`src/rtl/trc_pkg.sv`:
```
package trc_pkg;

    localparam int unsigned CTRL_W    = 32;
    localparam int unsigned MODE_W    = 3;
    localparam int unsigned SRC_FLD_W = 4;
    localparam int unsigned ADDR_W    = 3;
    localparam int unsigned HALT_BIT  = 10;

    typedef enum logic [ADDR_W-1:0] {
        ADR_CTRL = 3'd0,
        ADR_TVAL = 3'd1,
        ADR_TMSK = 3'd2,
        ADR_DMSK = 3'd3,
        ADR_DATA = 3'd4
    } reg_sel_e;

    localparam logic [MODE_W-1:0] DUMP_FREE = 3'b001;
    localparam logic [MODE_W-1:0] DUMP_POST = 3'b010;
    localparam logic [MODE_W-1:0] DUMP_PRE  = 3'b100;

    localparam logic [MODE_W-1:0] TRIG_EDGE = 3'b001;
    localparam logic [MODE_W-1:0] TRIG_SAME = 3'b010;
    localparam logic [MODE_W-1:0] TRIG_DIFF = 3'b100;

    typedef struct packed {
        logic [CTRL_W-HALT_BIT-2:0] rsvd;
        logic                       halt;
        logic [SRC_FLD_W-1:0]       src;
        logic [MODE_W-1:0]          dump;
        logic [MODE_W-1:0]          trig;
    } ctrl_t;

    typedef enum logic [1:0] {
        CAP_ARMED = 2'd0,
        CAP_REC   = 2'd1,
        CAP_DONE  = 2'd2
    } cap_state_e;

    localparam ctrl_t CTRL_RESET = '{rsvd: '0, halt: 1'b1, src: '0,
                                     dump: DUMP_FREE, trig: TRIG_EDGE};

    function automatic logic dump_valid(logic [MODE_W-1:0] d);
        return (d == DUMP_FREE) || (d == DUMP_POST) || (d == DUMP_PRE);
    endfunction

    function automatic logic trig_valid(logic [MODE_W-1:0] t);
        return (t == TRIG_EDGE) || (t == TRIG_SAME) || (t == TRIG_DIFF);
    endfunction

    function automatic logic cfg_valid(logic [MODE_W-1:0] d, logic [MODE_W-1:0] t);
        return dump_valid(d) && ((d == DUMP_FREE) || trig_valid(t));
    endfunction

    function automatic ctrl_t ctrl_from_word(logic [CTRL_W-1:0] w);
        ctrl_t c;
        c      = ctrl_t'(w);
        c.rsvd = '0;
        return c;
    endfunction

endpackage

```
`src/rtl/trc_regs.sv`:
```
module trc_regs
    import trc_pkg::*;
#(
    parameter int unsigned WORD_W = 32
) (
    input  logic                  clk,
    input  logic                  rst,
    input  logic                  wr_en,
    input  logic [ADDR_W-1:0]     addr,
    input  logic [WORD_W-1:0]     wdata,
    output logic                  halt,
    output logic [SRC_FLD_W-1:0]  src,
    output logic [MODE_W-1:0]     dump,
    output logic                  cfg_good,
    output logic [MODE_W-1:0]     trig,
    output logic [WORD_W-1:0]     tval,
    output logic [WORD_W-1:0]     tmsk,
    output logic [WORD_W-1:0]     dmsk,
    output logic                  rearm,
    output logic [WORD_W-1:0]     cfg_rd
);

    ctrl_t ctrl_q;

    always_ff @(posedge clk) begin
        if (rst) begin
            ctrl_q <= CTRL_RESET;
            tval   <= '0;
            tmsk   <= '0;
            dmsk   <= '1;
        end else if (wr_en) begin
            case (addr)
                ADR_CTRL: ctrl_q <= ctrl_from_word(wdata[CTRL_W-1:0]);
                ADR_TVAL: tval   <= wdata;
                ADR_TMSK: tmsk   <= wdata;
                ADR_DMSK: dmsk   <= wdata;
                default:  ;
            endcase
        end
    end

    assign rearm    = wr_en && (addr == ADR_CTRL) && !wdata[HALT_BIT];
    assign halt     = ctrl_q.halt;
    assign src      = ctrl_q.src;
    assign dump     = ctrl_q.dump;
    assign trig     = ctrl_q.trig;
    assign cfg_good = cfg_valid(ctrl_q.dump, ctrl_q.trig);

    always_comb begin
        case (addr)
            ADR_CTRL: cfg_rd = WORD_W'(ctrl_q);
            ADR_TVAL: cfg_rd = tval;
            ADR_TMSK: cfg_rd = tmsk;
            ADR_DMSK: cfg_rd = dmsk;
            default:  cfg_rd = '0;
        endcase
    end

endmodule

```
`src/rtl/trc_trigger.sv`:
```
module trc_trigger
    import trc_pkg::*;
#(
    parameter int unsigned SRC_N  = 16,
    parameter int unsigned WORD_W = 32,
    localparam int unsigned SEL_W = $clog2(SRC_N)
) (
    input  logic                    clk,
    input  logic                    rst,
    input  logic [SRC_N*WORD_W-1:0] sig_bus,
    input  logic [SEL_W-1:0]        src,
    input  logic [WORD_W-1:0]       tval,
    input  logic [WORD_W-1:0]       tmsk,
    input  logic [MODE_W-1:0]       mode,
    input  logic                    active,
    input  logic                    rearm,
    output logic [WORD_W-1:0]       picked,
    output logic                    fire
);

    logic [WORD_W-1:0] lanes [SRC_N];
    logic              eq_now;
    logic              eq_prev;

    for (genvar g = 0; g < SRC_N; g++) begin : g_lane
        assign lanes[g] = sig_bus[g*WORD_W +: WORD_W];
    end

    assign picked = lanes[src];
    assign eq_now = ((picked ^ tval) & tmsk) == '0;

    // Previous comparison starts "equal" so a match right after restart is no edge.
    always_ff @(posedge clk) begin
        if (rst || rearm) begin
            eq_prev <= 1'b1;
        end else if (active) begin
            eq_prev <= eq_now;
        end
    end

    always_comb begin
        case (mode)
            TRIG_EDGE: fire = eq_now && !eq_prev;
            TRIG_SAME: fire = eq_now;
            TRIG_DIFF: fire = !eq_now;
            default:   fire = 1'b0;
        endcase
    end

endmodule

```
`src/rtl/trc_ctl.sv`:
```
module trc_ctl
    import trc_pkg::*;
#(
    parameter int unsigned DEPTH   = 32,
    localparam int unsigned PTR_W  = $clog2(DEPTH),
    localparam int unsigned CNT_W  = PTR_W + 1
) (
    input  logic               clk,
    input  logic               rst,
    input  logic               active,
    input  logic [MODE_W-1:0]  dump,
    input  logic               fire,
    input  logic               rearm,
    input  logic               rd_adv,
    output logic               wr_en,
    output logic [PTR_W-1:0]   wr_ptr,
    output logic [PTR_W-1:0]   rd_ptr,
    output logic [CNT_W-1:0]   fill,
    output logic [CNT_W-1:0]   rd_cnt,
    output logic               exhausted,
    output cap_state_e         state
);

    localparam logic [CNT_W-1:0] FULL_C = CNT_W'(DEPTH);
    localparam logic [CNT_W-1:0] LAST_C = CNT_W'(DEPTH - 1);

    cap_state_e       nxt;
    logic [CNT_W-1:0] rd_sum;

    always_comb begin
        wr_en = 1'b0;
        nxt   = state;
        if (active) begin
            case (state)
                CAP_ARMED: begin
                    if (dump == DUMP_POST) begin
                        if (fire) begin
                            wr_en = 1'b1;
                            nxt   = (DEPTH == 1) ? CAP_DONE : CAP_REC;
                        end
                    end else if (dump == DUMP_PRE && fire) begin
                        nxt = CAP_DONE;
                    end else begin
                        wr_en = 1'b1;
                    end
                end
                CAP_REC: begin
                    wr_en = 1'b1;
                    if (fill == LAST_C) nxt = CAP_DONE;
                end
                default: ;
            endcase
        end
    end

    always_ff @(posedge clk) begin
        if (rst || rearm) begin
            state  <= CAP_ARMED;
            wr_ptr <= '0;
            fill   <= '0;
            rd_cnt <= '0;
        end else begin
            state <= nxt;
            if (wr_en) begin
                wr_ptr <= wr_ptr + 1'b1;
                if (fill != FULL_C) fill <= fill + 1'b1;
            end
            if (rd_adv && rd_cnt != FULL_C) rd_cnt <= rd_cnt + 1'b1;
        end
    end

    // Oldest entry sits fill slots behind the write pointer (DEPTH is a power of two).
    assign rd_sum    = {1'b0, wr_ptr} - fill + rd_cnt;
    assign rd_ptr    = rd_sum[PTR_W-1:0];
    assign exhausted = rd_cnt >= fill;

endmodule

```
`src/rtl/trc_buf.sv`:
```
module trc_buf #(
    parameter int unsigned DEPTH  = 32,
    parameter int unsigned WORD_W = 32,
    localparam int unsigned PTR_W = $clog2(DEPTH)
) (
    input  logic              clk,
    input  logic              wr_en,
    input  logic [PTR_W-1:0]  wr_ptr,
    input  logic [WORD_W-1:0] wdata,
    input  logic [PTR_W-1:0]  rd_ptr,
    output logic [WORD_W-1:0] rdata
);

    logic [WORD_W-1:0] mem [DEPTH];

    always_ff @(posedge clk) begin
        if (wr_en) mem[wr_ptr] <= wdata;
    end

    assign rdata = mem[rd_ptr];

endmodule

```
`src/rtl/trace_capture.sv`:
```
module trace_capture
    import trc_pkg::*;
#(
    parameter int unsigned SRC_N     = 16,
    parameter int unsigned WORD_W    = 32,
    parameter int unsigned BUF_DEPTH = 32,
    localparam int unsigned SEL_W    = $clog2(SRC_N),
    localparam int unsigned PTR_W    = $clog2(BUF_DEPTH),
    localparam int unsigned CNT_W    = PTR_W + 1
) (
    input  logic                    clk,
    input  logic                    rst,
    input  logic                    reg_wr,
    input  logic                    reg_rd,
    input  logic [ADDR_W-1:0]       reg_addr,
    input  logic [WORD_W-1:0]       reg_wdata,
    output logic [WORD_W-1:0]       reg_rdata,
    input  logic [SRC_N*WORD_W-1:0] sig_bus
);

    logic                 halt_q;
    logic [SRC_FLD_W-1:0] src_q;
    logic [MODE_W-1:0]    dump_q;
    logic [MODE_W-1:0]    trig_q;
    logic                 cfg_good;
    logic [WORD_W-1:0]    tval_q;
    logic [WORD_W-1:0]    tmsk_q;
    logic [WORD_W-1:0]    dmsk_q;
    logic                 rearm;
    logic [WORD_W-1:0]    cfg_rd;
    logic                 active;
    logic [WORD_W-1:0]    picked;
    logic                 fire;
    logic                 data_rd;
    logic                 wr_en;
    logic [PTR_W-1:0]     wr_ptr;
    logic [PTR_W-1:0]     rd_ptr;
    logic [CNT_W-1:0]     fill;
    logic [CNT_W-1:0]     rd_cnt;
    logic                 exhausted;
    cap_state_e           cap_state;
    logic [WORD_W-1:0]    buf_word;

    trc_regs #(.WORD_W(WORD_W)) u_regs (
        .clk      (clk),
        .rst      (rst),
        .wr_en    (reg_wr),
        .addr     (reg_addr),
        .wdata    (reg_wdata),
        .halt     (halt_q),
        .src      (src_q),
        .dump     (dump_q),
        .cfg_good (cfg_good),
        .trig     (trig_q),
        .tval     (tval_q),
        .tmsk     (tmsk_q),
        .dmsk     (dmsk_q),
        .rearm    (rearm),
        .cfg_rd   (cfg_rd)
    );

    assign active  = !halt_q && cfg_good;
    assign data_rd = reg_rd && (reg_addr == ADR_DATA);

    trc_trigger #(.SRC_N(SRC_N), .WORD_W(WORD_W)) u_trig (
        .clk     (clk),
        .rst     (rst),
        .sig_bus (sig_bus),
        .src     (src_q[SEL_W-1:0]),
        .tval    (tval_q),
        .tmsk    (tmsk_q),
        .mode    (trig_q),
        .active  (active),
        .rearm   (rearm),
        .picked  (picked),
        .fire    (fire)
    );

    trc_ctl #(.DEPTH(BUF_DEPTH)) u_ctl (
        .clk       (clk),
        .rst       (rst),
        .active    (active),
        .dump      (dump_q),
        .fire      (fire),
        .rearm     (rearm),
        .rd_adv    (data_rd),
        .wr_en     (wr_en),
        .wr_ptr    (wr_ptr),
        .rd_ptr    (rd_ptr),
        .fill      (fill),
        .rd_cnt    (rd_cnt),
        .exhausted (exhausted),
        .state     (cap_state)
    );

    trc_buf #(.DEPTH(BUF_DEPTH), .WORD_W(WORD_W)) u_buf (
        .clk    (clk),
        .wr_en  (wr_en),
        .wr_ptr (wr_ptr),
        .wdata  (picked & dmsk_q),
        .rd_ptr (rd_ptr),
        .rdata  (buf_word)
    );

    always_ff @(posedge clk) begin
        if (rst) begin
            reg_rdata <= '0;
        end else if (reg_rd) begin
            if (data_rd) reg_rdata <= exhausted ? '0 : buf_word;
            else         reg_rdata <= cfg_rd;
        end
    end

endmodule

```
`config.mk`:
```
export PLATFORM = sky130hd
export DESIGN_NAME = trace_capture
export DESIGN_NICKNAME = d
export VERILOG_FILES = /design/src/rtl/trc_pkg.sv /design/src/rtl/trc_regs.sv /design/src/rtl/trc_trigger.sv /design/src/rtl/trc_ctl.sv /design/src/rtl/trc_buf.sv /design/src/rtl/trace_capture.sv
export SDC_FILE = /design/constraint.sdc
export NUM_CORES = 1
export LEC_CHECK = 0
export BUFFER_PORTS_ARGS = -buffer_cell sky130_fd_sc_hd__buf_2
export CAP_MARGIN = 5
export CORE_AREA = 2 2 546 385
export CTS_CLUSTER_DIAMETER = 200
export DETAILED_ROUTE_END_ITERATION = 6
export DIE_AREA = 0 0 548 387
export MAX_ROUTING_LAYER = met4
export PLACE_DENSITY = 0.45
export SLEW_MARGIN = 40
export SYNTH_ARGS = -nofsm -noshare
export SYNTH_HDL_FRONTEND = slang
export SYNTH_SLANG_ARGS = --single-unit
```
`constraint.sdc`:
```
create_clock -name clk -period 6.5 [get_ports clk]
set_input_delay 0 -clock clk [delete_from_list [all_inputs] [get_ports clk]]
set_output_delay 0 -clock clk [all_outputs]
set_load 0.1 [all_outputs]
```
* Word level (Yosys, flattened, before mapping)
Memory sizes are Yosys's and may differ from the RTL's. Index checks and enable logic that the tools add are counted.
Storage, ports and cells: register bits 159, RAM bits 1024, bits of input ports 551, word-level logic and storage cells 89, memories kept 1
Cells by class: $add $sub $neg 5, order comparisons 2, equality and inequality tests 17, muxes and demuxes 19, bitwise logic cells 4, reductions and logical operators 28
Memories:
- u_buf.mem | words 32, bits a word 32, rd ports 1, clocked after Yosys merged registers in 0, wr ports 1, RTL line trc_buf.sv:14 | logic [WORD_W-1:0] mem [DEPTH];
Operator list (number):
- 32-bit binary-select mux with 4-bit select | 1
- 32-bit 2-to-1 mux | 4
- 32-bit case mux with 4 select lines | 1
- 32-bit AND | 2
- 32-bit logical NOT | 1
- 32-bit bitwise XOR | 1
- 6-bit by 1-bit adder with 6-bit output, second input constant | 2
- 3-bit by 2-bit == test with 1-bit output, second input constant | 4
- 6-bit inequality test, second input constant | 2
- 2-bit AND reduction | 5
- 3-bit by 1-bit == test with 1-bit output, second input constant | 3
- 3-bit == test, second input constant | 3
- 1-bit logical AND | 8
- 2-bit 2-to-1 mux | 4
- 6-bit by 5-bit == test with 1-bit output, second input constant | 1
- 6-bit greater-or-equal comparator | 1
- 1-bit logical OR | 6
- 1-bit 2-to-1 mux | 6
- 5-bit by 1-bit adder with 5-bit output, second input constant | 1
- 5-bit adder | 1
- 5-bit greater-or-equal comparator, second input constant | 1
- 4-bit NOT with 5-bit output | 1
- 5-bit AND reduction | 1
- 5-bit subtractor | 1
- 11 further kinds | 14

* Longest topological paths before layout
Gate-level depths: netlist of run 1.
depth after elaboration 16, depth in mapped cells 18, gate-level depth less buffers 13

* Hierarchy
From an unflattened synthesis of run 1, not the netlist that was laid out.
Unflattened totals: cells, all modules 3696, area total of the unflattened synthesis 53143.5 sq um
By module, submodules not included:
- trc_buf | times used 1, cells an instance 2228, area each 39850.7 sq um
- trc_trigger | times used 1, cells an instance 511, area each 5353.9 sq um
- trc_regs | times used 1, cells an instance 579, area each 4794.6 sq um
- trace_capture | times used 1, cells an instance 215, area each 1773.0 sq um
- trc_ctl | times used 1, cells an instance 163, area each 1371.3 sq um

* Worst setup path after synthesis of run 1
No wires, ideal clock.
path type reg2reg, start point register u_regs.ctrl_q, in the netlist u_regs.src[0], end point memory u_buf.mem[23][0], enable pin, setup time 0.425 ns, data arrival time 4.934 ns, slack 1.141 ns, cell stages (with the launch flop) 18, period minus slack after synthesis 5.359 ns, cell sequence dfxtp_1 > buf_4 > buf_8 > buf_6 > buf_4 > buf_2 > mux4_2 > a22oi_1 > nand2_1 > xor2_1 > a32oi_1 > nand3_1 > a2111o_1 > o21ba_2 > o21ai_2 > buf_2 > nand3_4 > nor2b_1
On the way: cells in the longest elaborated chain, start to end 16, elaborated cells between the ends (all ways) 18, classes of those cells mux: 11; bitwise: 3; reduce/logical: 4
Ends and longest elaborated chain:
- from (decl) | RTL line trc_regs.sv:23 | ctrl_t ctrl_q;
- from (signal assigned) | RTL line trc_regs.sv:33 | ADR_CTRL: ctrl_q <= ctrl_from_word(wdata[CTRL_W-1:0]);
- 4-bit NOT with 5-bit output (implied by the code) (*) | RTL line trc_trigger.sv:29 | assign picked = lanes[src];
- 32-bit binary-select mux with 4-bit select (*) | RTL line trc_trigger.sv:29
- 32-bit 2-to-1 mux (implied by the code) (*) (2 in series) | RTL line trc_trigger.sv:29
- 32-bit bitwise XOR (*) | RTL line trc_trigger.sv:30 | assign eq_now = ((picked ^ tval) & tmsk) == '0;
- 32-bit AND (*) | RTL line trc_trigger.sv:30
- 32-bit logical NOT (*) | RTL line trc_trigger.sv:30
- 1-bit logical NOT or 1-bit logical AND (tied branches) | RTL line trc_trigger.sv:45, trc_trigger.sv:43
- 1-bit case mux with 3 select lines (*) | RTL line trc_trigger.sv:42 | case (mode)
- 1-bit logical AND | RTL line trc_ctl.sv:41 | end else if (dump == DUMP_PRE && fire) begin
- 1-bit 2-to-1 mux | RTL line trc_ctl.sv:41
- 1-bit 2-to-1 mux (*) | RTL line trc_ctl.sv:36 | if (dump == DUMP_POST) begin
- 1-bit case mux with 2 select lines (*) | RTL line trc_ctl.sv:34 | case (state)
- 1-bit 2-to-1 mux (*) | RTL line trc_ctl.sv:33 | if (active) begin
- 1-bit 2-to-1 mux (*) | RTL line trc_buf.sv:17 | if (wr_en) mem[wr_ptr] <= wdata;
- 1-bit 2-to-1 mux (implied by the code) (*) | RTL line trc_buf.sv:17
- to (decl) | RTL line trc_buf.sv:14
Every way passes the cells marked *; elsewhere a longest branch is shown, timed or not. The select of a mux whose other input is x is not followed.

* Final worst setup path of run 1
start point register u_regs.ctrl_q, in the netlist u_regs.src[0], end point memory u_buf.mem[7][31], enable pin
The elaborated chain is that of the path after synthesis.

==> results of run 1 <==
==> kinds of logic (layout without fill, tap and decap cells) <==
group                    Yosys count  in the layout  share of synthesized area
other                              0             10                          0
flip-flops                      1183           1183                     0.6580
AO/OA/AOI/OAI                    303            303                    0.04088
adder cells (fa/ha/maj)           23             23                   0.006163
buffers and inverters            231            998                    0.01939
multiplexers                     580            580                     0.2150
AND/OR/NAND/NOR                  584            584                    0.05610
XOR/XNOR                          26             26                   0.004416
==> report_power, final <==
group / leakage, nW / internal [mW] / switching (mW)
logic: 8.05 / 0.630 / 1.04
clock network: 1.80 / 3.73 / 2.93
registers: 10.5 / 8.40 / 0.0322
total: 20.4 / 12.8 / 4.01
==> layout make-up <==
| type | instances | area (um2) |
|---|---|---|
| Fill cell | 20270 | 144000 |
| Sequential cell | 1183 | 33940 |
| Multi-Input combinational cell | 1516 | 16900 |
| Timing Repair Buffer | 749 | 4715 |
| Tap cell | 2769 | 3465 |
| Clock buffer | 138 | 2964 |
| Clock inverter | 74 | 762.0 |
| Inverter | 37 | 138.9 |
| Antenna cell | 10 | 25.02 |
==> repair_timing <==
item / 4_1_cts / 5_1_grt
gates resized for setup: 0 / 0
endpoints found under the hold margin: 146 / 0
endpoints found under the setup margin: 0 / 0
hold buffers: 40 / 0
==> state kept, by name, indices dropped and copies added, names as in the netlist <==
signal / cells
u_regs.dmsk: 32
u_regs.trig: 3
u_regs.dump: 3
u_ctl.state: 2
reg_rdata: 32
u_buf.mem: 1024
u_ctl.fill: 6
u_regs.halt: 1
u_regs.tval: 32
u_ctl.wr_ptr: 5
u_ctl.rd_cnt: 6
u_trig.eq_prev: 1
u_regs.tmsk: 32
u_regs.src: 4
==> Yosys cell counts, types with 6 or more instances <==
cell type and instances:
mux2i_1 132, dfxtp_1 159, nor3b_1 24, a21boi_0 8, nor2_1 90, and4_1 27
a221oi_1 19, or3_1 6, buf_4 10, buf_2 18, a21oi_1 101, a211oi_1 12
mux4_2 419, o221ai_1 25, nor3_1 20, buf_1 27, xnor2_1 12, nand2_1 272
clkbuf_1 131, buf_6 6, or2_2 7, nand3_1 13, ha_1 19, o21a_1 7
nor2b_1 27, a221o_1 12, a21o_1 6, inv_1 36, and2_1 18, edfxtp_1 1024
nand4_1 11, nand3b_1 37, and3_1 9, xor2_1 14, o21ai_0 19, a22oi_1 48
mux2_2 28, nand2b_1 9
==> worst max-delay path, cell delays in order, from the launching register on <==
cell,delay [ns]
dfxtp_4,0.62
buf_12,0.29
buf_12,0.35
mux4_2,0.56
mux2i_1,0.69
mux2i_1,0.17
a311oi_1,0.29
o311a_1,0.22
nand4_1,0.14
or2_2,0.33
o31ai_2,0.35
o21a_2,0.51
nand3_4,0.28
nor2b_4,0.16
buf_4,0.45
==> metal layers <==
| layer | vias to the layer above | share of wire |
|---|---|---|
| met5 | - | 0 |
| met4 | 0 | 0.012 |
| met3 | 148 | 0.068 |
| met2 | 1003 | 0.43 |
| met1 | 16930 | 0.49 |
| li1 | 13310 | - |
==> through the flow <==
stage | setup slack [ns] | instance area (um2) | std cells
5_1_grt | 0.3379 | 62890 | 6470
6_report | 0.5798 | 62910 | 6476
3_3_place_gp | 0.5525 | 58620 | 6207
4_1_cts | 0.6139 | 62880 | 6466
3_5_place_dp | 0.5922 | 58750 | 6214
2_1_floorplan | 1.141 | 51570 | 2930
==> worst max-delay path by stage <==
stage / from / to / slack, ns / depth (start not counted)
after floorplan: u_regs.src[0]$_SDFFE_PP0P_ / u_buf.mem[23][0]$_DFFE_PP_ / 1.14 / 17
after global placement: u_regs.src[0]$_SDFFE_PP0P_ / u_buf.mem[7][24]$_DFFE_PP_ / 0.55 / 13
after detailed placement: u_regs.src[0]$_SDFFE_PP0P_ / u_buf.mem[7][25]$_DFFE_PP_ / 0.59 / 14
after CTS: u_regs.src[0]$_SDFFE_PP0P_ / u_buf.mem[7][31]$_DFFE_PP_ / 0.61 / 14
after global routing: u_regs.src[0]$_SDFFE_PP0P_ / u_buf.mem[7][31]$_DFFE_PP_ / 0.34 / 14
final: u_regs.src[0]$_SDFFE_PP0P_ / u_buf.mem[7][31]$_DFFE_PP_ / 0.58 / 14
==> impl_summary.txt, run 1 <==
----------------------------------------------------
[Clock tree]
  CTS clock-pin slew for the worst setup and hold paths ... 0.06 ns
  Total clock sinks ... 1183
  Clock Path Buffers ... 3
  Total CTS buffers ... 115
  Postcts setup bufs ... 0
  Clock latency on the worst-skew pair ... 0.75 ns
  CTS Root Buffer Type ... clkbuf_16
  CTS tree ... yes
  Count of H-tree levels built during CTS ... 3

[STA]
  Worst slew margin relative to its limit ... 0.3728
  RSZ-0062 raised after global routing ... false
  Hold WS ... 0.07222 ns
  Pins over their slew limit ... 0
  Total negative setup slack ... 0 ns
  Setup-violating endpoint count in the final report ... 0
  Clk_skew ... 0.03895 ns
  Post-layout min period ... 5.920 ns
  Hold violation count in the final report ... 0
  Worst slew pin tran ... 0.9146 ns
  Final critical-path share of the clock period ... 0.9108
  Max Freq ... 0.1689 GHz

[Worst hold path]
  Cell depth of the worst hold path ... 5
  Hold Crit Class ... in2reg
  Hold path startpoint ... sig_bus[213]
  Worst hold path endpoint ... u_buf.mem[14][21]$_DFFE_PP_

[Place]
  Count of input and output buffers ... 582
  HPWL after detailed placement ... 140.3 mm
  Gp weighted congestion ... 1.026

[Floorplan]
  Full die area ... 212100 um2
  Standard-cell row count ... 140
  Vertical die dimension ... 387 um
  Effective utilization at floorplan ... 0.2493
  Die boundary width ... 548 um
  Core Area ... 206900 um2
  I/O pin count ... 583

[Critical path]
  CP Launch Type ... flop
  Crit Reg-Reg Startpoint ... u_regs.src[0]$_SDFFE_PP0P_
  Endpoint of the worst-slack reg-to-reg timing path ... u_buf.mem[7][31]$_DFFE_PP_
  R2r worst-path depth ... 14
  Critical Path End Type ... flop
  Worst EP required ... 6.87 ns
  Data arrival time of the worst path ... 6.29 ns
  Type of the worst setup path ... reg2reg
  Worst-case register-to-register setup slack ... 0.58 ns
  Crit-path max FO ... 47

[Global routing]
  Leftover overflow at the end of global routing ... 0
  Busiest grt layer ... met1
  GRT met2 Usage ... 0.2459
  Number of global-route vias before repair ... 30550
  Met1 usage in global routing ... 0.2733
  Maximum number of pins on one net before global-route repair ... 76
  Antenna violations before repair ... 23
  Global-route wire length before repair ... 257.7 mm
  Global routing usage summed across all routing layers ... 0.1779
  Met3 Use GR ... 0.03431

[Yosys]
  Flip-flop and latch count after synthesis ... 1183
  Post-synth net total ... 3504
  Yosys top cell area share ... 0.5963
  Sequential element share of the synthesized area ... 0.6580
  Biggest area contributors in the synthesized netlist ... edfxtp_1 (60%), mux4_2 (18%), dfxtp_1 (6.2%)
  Netlist Area Pre-Place ... 51570 um2
  Number of enable flip-flop cells after synthesis ... 1024
  Cell type with the largest total area after synthesis ... edfxtp_1
  Flip-flop cell with the highest count after synthesis ... edfxtp_1
  Mean post-synth cell area ... 17.60 um2
  Share of flip-flops with an asynchronous set or reset ... 0
  Number of library cell types mapped by synthesis ... 79
  Mapped Cells ... 2930
  Count of warnings emitted by yosys ... 0

[Pwr]
  P per Cell Area ... 266.6 nW/um2
  Leakage power of the design ... 20.35 nW
  Worst VDD drop ... 0.0002268 V
  Pwr Total ... 16.77 mW

[Routing]
  Remaining number of nets flagged by the antenna check after routing ... 0
  Initial DRC count ... 3399
  Drt pass-1 iters ... 7
  Vias/cell ... 4.847
  Average wire length per cell after detail routing ... 28.89 um
  Total via count in the routed design ... 31390
  Final Routed Wirelength ... 187.1 mm
  DRC viols ... 0

[Job]
  Max-cap violations ... 0

[Layout]
  Commonest non-fill, non-tap cell in the layout ... edfxtp_1
  Area added between synthesis and finish ... 21.99%
  Fraction of layout cells with a size suffix above 1 ... 0.3792
  Util after Layout ... 0.3041
  Commonest cells after routing, fill and taps aside ... edfxtp_1 (1024), buf_2 (581), mux4_2 (419)
  Total Nets Final ... 4176

[Status]
  Run status ... completed

----------------------------------------------------
(Power assumes the default switching activity.)
==> inputs of run 2 (changes only) <==
--- a/config.mk
+++ b/config.mk
@@ -7,12 +7,14 @@
 export LEC_CHECK = 0
 export BUFFER_PORTS_ARGS = -buffer_cell sky130_fd_sc_hd__buf_2
 export CAP_MARGIN = 5
+export CELL_PAD_IN_SITES_DETAIL_PLACEMENT = 0
+export CELL_PAD_IN_SITES_GLOBAL_PLACEMENT = 1
 export CORE_AREA = 2 2 546 385
 export CTS_CLUSTER_DIAMETER = 200
 export DETAILED_ROUTE_END_ITERATION = 6
 export DIE_AREA = 0 0 548 387
 export MAX_ROUTING_LAYER = met4
-export PLACE_DENSITY = 0.45
+export PLACE_DENSITY = 0.5
 export SLEW_MARGIN = 40
 export SYNTH_ARGS = -nofsm -noshare
 export SYNTH_HDL_FRONTEND = slang
==> impl_summary.txt, run 2 (synthesis gave the netlist of run 1 again) <==
----------------------------------------------------
[Pwr]
  Internal power component ... 12.53 mW (-1.8%)
  Power dissipated by switching net loads ... 4.074 mW (+1.7%)
  Part of the total power dissipated in sequential elements ... 0.508 (+0.005)
  Sw Share ... 0.2454 (+0.006539)
  Worst VDD drop ... 0.0002197 V (-3.2%)
  Leakage power of the design ... 20.21 nW (-0.72%)
  Clock power frac ... 0.390 (-0.007)
  P per Cell Area ... 265.4 nW/um2 (-0.45%)
  Logic pwr share ... 0.102 (+0.002)

[Clock tree]
  Total clock sinks ... 1183 (unchanged)
  Count of H-tree levels built during CTS ... 3 (unchanged)
  Total of hold buffers inserted after clock tree synthesis ... 40 (unchanged)
  CTS clock-pin slew for the worst setup and hold paths ... 0.07 ns (about the same)
  Clock latency on the worst-skew pair ... 0.74 ns (about the same)
  CTS Root Buffer Type ... clkbuf_16
  Clock Path Buffers ... 3 (unchanged)
  Total CTS buffers ... 114 (-0.87%)
  CTS tree ... yes
  Quantity of gates resized following cts ... 0 (unchanged)
  Postcts setup bufs ... 0 (unchanged)

[Layout]
  Total Nets Final ... 4166 (-0.24%)
  Commonest cells after routing, fill and taps aside ... edfxtp_1 (1024), buf_2 (581), mux4_2 (419)
  Cell Count, Final, Fillers Out ... 6481 (+0.077%)
  Largest register FFs ... 1024 (unchanged)
  Fraction of layout cells with a size suffix above 1 ... 0.3803 (+0.001067)
  Count of fill cells added during filler insertion ... 20390 (+0.56%)
  Register containing the most flip-flops in the final layout ... u_buf.mem
  Final std cell area, no fill ... 62570 um2 (-0.54%)
  Area added between synthesis and finish ... 21.33%
  Commonest non-fill, non-tap cell in the layout ... edfxtp_1

[Routing]
  Remaining number of nets flagged by the antenna check after routing ... 0 (unchanged)
  Initial DRC count ... 3099 (-8.8%)
  Vias/cell ... 4.815 (-0.65%)
  Final Routed Wirelength ... 193.1 mm (+3.2%)
  Total via count in the routed design ... 31210 (-0.57%)
  DRC viols ... 0 (unchanged)
  Average wire length per cell after detail routing ... 29.79 um (+3.1%)
  Drt pass-1 iters ... 6 (-1)

[STA]
  Hold WS ... 0.07615 ns (+0.003934 ns)
  Clk_skew ... 0.03141 ns (-0.007532 ns)
  Hold violation count in the final report ... 0 (unchanged)
  Pins over their slew limit ... 0 (unchanged)
  Setup-violating endpoint count in the final report ... 0 (unchanged)
  Post-layout min period ... 6.038 ns (+0.1181 ns)
  Slack of the critical path ... 0.4617 ns (-0.1181 ns)
  RSZ-0062 raised after global routing ... false
  Worst slew pin tran ... 0.8211 ns (-0.09349 ns)
  Final critical-path share of the clock period ... 0.9290 (+0.01818)
  Total negative setup slack ... 0 ns (unchanged)
  Max Freq ... 0.1656 GHz (-2.0%)
  Worst slew margin relative to its limit ... 0.4515 (+0.07864)

[Place]
  Worst setup timing slack at the placement stage ... 0.4712 ns (-0.1210 ns)
  Placed instance count ... 6203 (-0.18%)
  Count of input and output buffers ... 582 (unchanged)
  Gp weighted congestion ... 1.059 (+3.1%)
  Placed standard-cell area ... 58500 um2 (-0.43%)
  HPWL after detailed placement ... 145.0 mm (+3.3%)

[Global routing]
  Antenna violations before repair ... 50 (+120%)
  Maximum number of pins on one net before global-route repair ... 91 (+20%)
  Global routing usage summed across all routing layers ... 0.1837 (+0.005821)
  Number of global-route vias before repair ... 31360 (+2.7%)
  Leftover overflow at the end of global routing ... 0 (unchanged)
  Global-route wire length before repair ... 265.4 mm (+3.0%)

[Status]
  Run status ... completed

[Job]
  Max-cap violations ... 0 (unchanged)

[Critical path]
  Critical Path End Type ... flop
  Worst EP required ... 6.92 ns (+0.05 ns)
  Type of the worst setup path ... reg2reg
  CP Launch Type ... flop
  Data arrival time of the worst path ... 6.46 ns (+0.17 ns)
  Crit-path max FO ... 35 (-26%)

[Floorplan]
  Full die area ... 212100 um2 (unchanged)
  I/O pin count ... 583 (unchanged)
  Die boundary width ... 548 um (unchanged)
  Core Area ... 206900 um2 (unchanged)
  Vertical die dimension ... 387 um (unchanged)
  Effective utilization at floorplan ... 0.2493 (unchanged)
  Standard-cell row count ... 140 (unchanged)

[Worst hold path]
  Hold Crit Class ... in2reg

----------------------------------------------------
## run 2: cell types whose count changed in the layout (fill, tap and decap cells not counted), moves of 6 or more
cell / before / now
and4_4: 0 / 25
clkinv_2: 15 / 23
bufinv_16: 12 / 6
diode_2: 10 / 28
buf_12: 31 / 18
and4_2: 26 / 1
## run 2: power groups by stage
stage	Sequential, mW	Combinational (mW)	Clock (mW)
finish	8.44	1.70	6.47
global route	8.44	1.80	6.92
CTS	8.44	1.71	6.63
detailed placement	8.60	1.68	0
global placement	8.61	1.68	0
floorplan	8.68	0.777	0
## run 2: cell type report
| type | instances | area (um2) | area share |
|---|---|---|---|
| antenna | 28 | 70.07 | 0.001120 |
| timing repair buffer | 740 | 4473 | 0.07149 |
| inverter | 37 | 138.9 | 0.002220 |
| clock inverter | 73 | 594.3 | 0.009499 |
| sequential | 1183 | 33940 | 0.5425 |
| tap | 2769 | 3465 | 0.05537 |
| multi-input combinational | 1516 | 16930 | 0.2706 |
| clock buffer | 135 | 2953 | 0.04719 |
## run 2: routing by layer
metal,share of wire,vias up,GRT usage
li1,-,13310,-
met1,0.47,16770,0.2636
met2,0.42,962,0.2446
met3,0.098,167,0.07149
met4,0.015,0,0.03128
met5,0,-,-
## run 2: final timing paths
kind / to / cells past startpoint / from / slack (ns)
max: u_buf.mem[23][23]$_DFFE_PP_ / 13 / u_regs.src[1]$_SDFFE_PP0P_ / 0.46
min: reg_rdata[11]$_SDFFE_PP0P_ / 3 / reg_addr[2] / 0.08
max reg2reg: u_buf.mem[23][23]$_DFFE_PP_ / 13 / u_regs.src[1]$_SDFFE_PP0P_ / 0.46
min reg2reg: u_regs.tmsk[29]$_SDFFE_PP0P_ / 2 / u_regs.tmsk[29]$_SDFFE_PP0P_ / 0.46
## run 2: through the flow
| step | util | power [mW] |
|---|---|---|
| 2_1_floorplan | - | 9.453 |
| 3_3_place_gp | 0.2822 | 10.29 |
| 3_5_place_dp | 0.2828 | 10.29 |
| 4_1_cts | 0.3019 | 16.78 |
| 5_1_grt | 0.3024 | 17.16 |
| 6_report | 0.3024 | 16.60 |
## run 2: worst max-delay path: stages (launching register included)
cell and delay, ns:
dfxtp_4 0.77, buf_4 0.40, mux4_2 0.55, nor2b_1 0.44
o22ai_1 0.30, xor2_1 0.21, a22o_1 0.26, a221o_1 0.37
or2_2 0.35, o31ai_2 0.38, o21a_2 0.59, nand3_4 0.28
nor2b_4 0.52, buf_12 0.25
==> inputs of run 3 (changes only) <==
--- a/config.mk
+++ b/config.mk
@@ -9,12 +9,12 @@
 export CAP_MARGIN = 5
 export CELL_PAD_IN_SITES_DETAIL_PLACEMENT = 0
 export CELL_PAD_IN_SITES_GLOBAL_PLACEMENT = 1
-export CORE_AREA = 2 2 546 385
+export CORE_AREA = 5 5 649 330
 export CTS_CLUSTER_DIAMETER = 200
 export DETAILED_ROUTE_END_ITERATION = 6
-export DIE_AREA = 0 0 548 387
+export DIE_AREA = 0 0 654 335
 export MAX_ROUTING_LAYER = met4
-export PLACE_DENSITY = 0.5
+export PLACE_DENSITY = 0.49
 export SLEW_MARGIN = 40
 export SYNTH_ARGS = -nofsm -noshare
 export SYNTH_HDL_FRONTEND = slang
==> impl_summary.txt, run 3 (synthesis gave the netlist of run 1 again) <==
----------------------------------------------------
[Critical path]
  Crit-path slowest cell ... dfxtp_4
  CP Launch Type ... flop
  Critical Path End Type ... flop
  Data arrival time of the worst path ... 6.66 ns (+0.20 ns)
  Crit-path max FO ... 45 (+29%)
  Crit path top cell by count ... buf_12
  Worst path cell trace ... buf_12, mux4_2, nor2b_1, o22ai_1, xor2_1, a22o_1, a221o_1, or2_2, o31ai_2, o21a_2, buf_4, and4_2, buf_12
  Worst EP required ... 6.90 ns (-0.02 ns)
  Slowest Stage Delay on Critical Path ... 0.70 ns (-0.07 ns)
  Type of the worst setup path ... reg2reg

[Layout]
  Register containing the most flip-flops in the final layout ... u_buf.mem
  Largest register FFs ... 1024 (unchanged)
  Commonest non-fill, non-tap cell in the layout ... edfxtp_1
  Area added between synthesis and finish ... 22.34%
  Commonest cells after routing, fill and taps aside ... edfxtp_1 (1024), buf_2 (579), mux4_2 (419)
  Count of fill cells added during filler insertion ... 20430 (+0.20%)
  Cell Count, Final, Fillers Out ... 6499 (+0.28%)
  Fraction of layout cells with a size suffix above 1 ... 0.3873 (+0.006960)
  Total Nets Final ... 4191 (+0.60%)

[STA]
  Worst slew pin tran ... 0.8955 ns (+0.07443 ns)
  Post-layout min period ... 6.268 ns (+0.2300 ns)
  Final critical-path share of the clock period ... 0.9644 (+0.03538)
  Hold WS ... 0.09205 ns (+0.01589 ns)
  Worst slew margin relative to its limit ... 0.4000 (-0.05143)
  Total negative setup slack ... 0 ns (unchanged)
  Hold violation count in the final report ... 0 (unchanged)
  Setup-violating endpoint count in the final report ... 0 (unchanged)
  Pins over their slew limit ... 0 (unchanged)
  Clk_skew ... 0.05912 ns (+0.02770 ns)
  Max Freq ... 0.1595 GHz (-3.7%)
  Slack of the critical path ... 0.2317 ns (-0.2300 ns)
  RSZ-0062 raised after global routing ... false

[Routing]
  Remaining number of nets flagged by the antenna check after routing ... 0 (unchanged)
  Final Routed Wirelength ... 208.8 mm (+8.1%)
  Drt pass-1 iters ... 6 (unchanged)
  Total via count in the routed design ... 32720 (+4.8%)
  DRC viols ... 0 (unchanged)
  Vias/cell ... 5.035 (+4.6%)
  Average wire length per cell after detail routing ... 32.13 um (+7.8%)
  Initial DRC count ... 4812 (+55%)

[Status]
  Run status ... completed

[Clock tree]
  Clock latency on the worst-skew pair ... 0.72 ns (-0.02 ns)
  Clock Path Buffers ... 3 (unchanged)
  CTS clock-pin slew for the worst setup and hold paths ... 0.07 ns (about the same)
  Count of H-tree levels built during CTS ... 3 (unchanged)
  CTS tree ... yes
  Quantity of gates resized following cts ... 0 (unchanged)
  Total of hold buffers inserted after clock tree synthesis ... 36 (-10%)
  Total clock sinks ... 1183 (unchanged)
  CTS Root Buffer Type ... clkbuf_16
  Postcts setup bufs ... 0 (unchanged)
  Total CTS buffers ... 103 (-9.6%)

[Floorplan]
  Core Area ... 208300 um2 (+0.69%)
  Vertical die dimension ... 335 um (-13%)
  Die boundary width ... 654 um (+19%)
  Standard-cell row count ... 119 (-15%)
  Full die area ... 219100 um2 (+3.3%)
  Effective utilization at floorplan ... 0.2476 (-0.001708)
  I/O pin count ... 583 (unchanged)

[Place]
  HPWL after detailed placement ... 159.1 mm (+9.7%)
  Count of input and output buffers ... 582 (unchanged)
  Placed instance count ... 6255 (+0.84%)
  Worst setup timing slack at the placement stage ... 0.4301 ns (-0.04109 ns)
  Gp weighted congestion ... 0.9816 (-7.3%)

[Worst hold path]
  Hold Crit Class ... in2reg

[Job]
  Max-cap violations ... 0 (unchanged)

[Global routing]
  Number of global-route vias before repair ... 30620 (-2.3%)
  Maximum number of pins on one net before global-route repair ... 67 (-26%)
  Antenna violations before repair ... 54 (+8.0%)
  Global-route wire length before repair ... 276.3 mm (+4.1%)
  Global routing usage summed across all routing layers ... 0.1880 (+0.004241)
  Leftover overflow at the end of global routing ... 0 (unchanged)

[Pwr]
  P per Cell Area ... 267.2 nW/um2 (+0.68%)
  Leakage power of the design ... 20.42 nW (+1.1%)
  Worst VDD drop ... 0.0002009 V (-8.5%)

----------------------------------------------------
## run 3: cell types whose count changed in the layout (fill, tap and decap cells not counted), sizes merged
cell         delta
bufinv         +12
diode          -15
dlygate4sd3     -3
clkinv         -22
inv             -3
clkinvlp        +6
buf            +39
clkbuf         -10
## run 3: worst paths after layout
check,from,end,slack [ns],depth (start not counted)
worst max register to register,u_regs.src[1]$_SDFFE_PP0P_,u_buf.mem[29][19]$_DFFE_PP_,0.23,13
worst min-delay path,sig_bus[26],u_buf.mem[5][26]$_DFFE_PP_,0.09,5
worst min register to register,u_regs.tmsk[24]$_SDFFE_PP0P_,u_regs.tmsk[24]$_SDFFE_PP0P_,0.46,2
worst max-delay path,u_regs.src[1]$_SDFFE_PP0P_,u_buf.mem[29][19]$_DFFE_PP_,0.23,13
## run 3: stage by stage
| stage | power (mW) | util | instance area [um2] |
|---|---|---|---|
| global placement | 10.32 | 0.2827 | 58890 |
| CTS | 17.00 | 0.3024 | 62990 |
| detailed placement | 10.34 | 0.2836 | 59080 |
| finish | 16.86 | 0.3029 | 63090 |
| floorplan | 9.453 | - | 51570 |
| global route | 17.40 | 0.3029 | 63090 |
## run 3: layout make-up
cell class,count,area (um2),area share
diodes,13,32.53,0.0005156
multi-input cells,1516,16950,0.2686
clock buffers,125,2660,0.04216
clock inverters,66,880.8,0.01396
well taps,2783,3482,0.05519
inverters,37,138.9,0.002201
repair buffers,776,5005,0.07933
flip-flops and latches,1183,33940,0.5380
## run 3: power breakdown
group,internal (mW),leakage (nW),switching [mW]
registers,8.40,10.5,0.0394
logic,0.650,8.23,1.12
clock network,3.66,1.69,2.98
total,12.7,20.4,4.15
## run 3: critical path, delay by kind of cell (launching register included)
family / cells / cell delay (ns)
flip-flops: 1 / 0.70
AND/OR/NAND/NOR: 3 / 1.40
XOR/XNOR: 1 / 0.24
buffers and inverters: 3 / 0.84
multiplexers: 1 / 0.57
AO/OA/AOI/OAI: 5 / 2.01
## run 3: metal layers
| metal | part of all wire | global-route usage |
|---|---|---|
| met2 | 0.36 | 0.2117 |
| met5 | 0 | - |
| met1 | 0.53 | 0.3212 |
| met4 | 0.0081 | 0.01635 |
| met3 | 0.10 | 0.05552 |
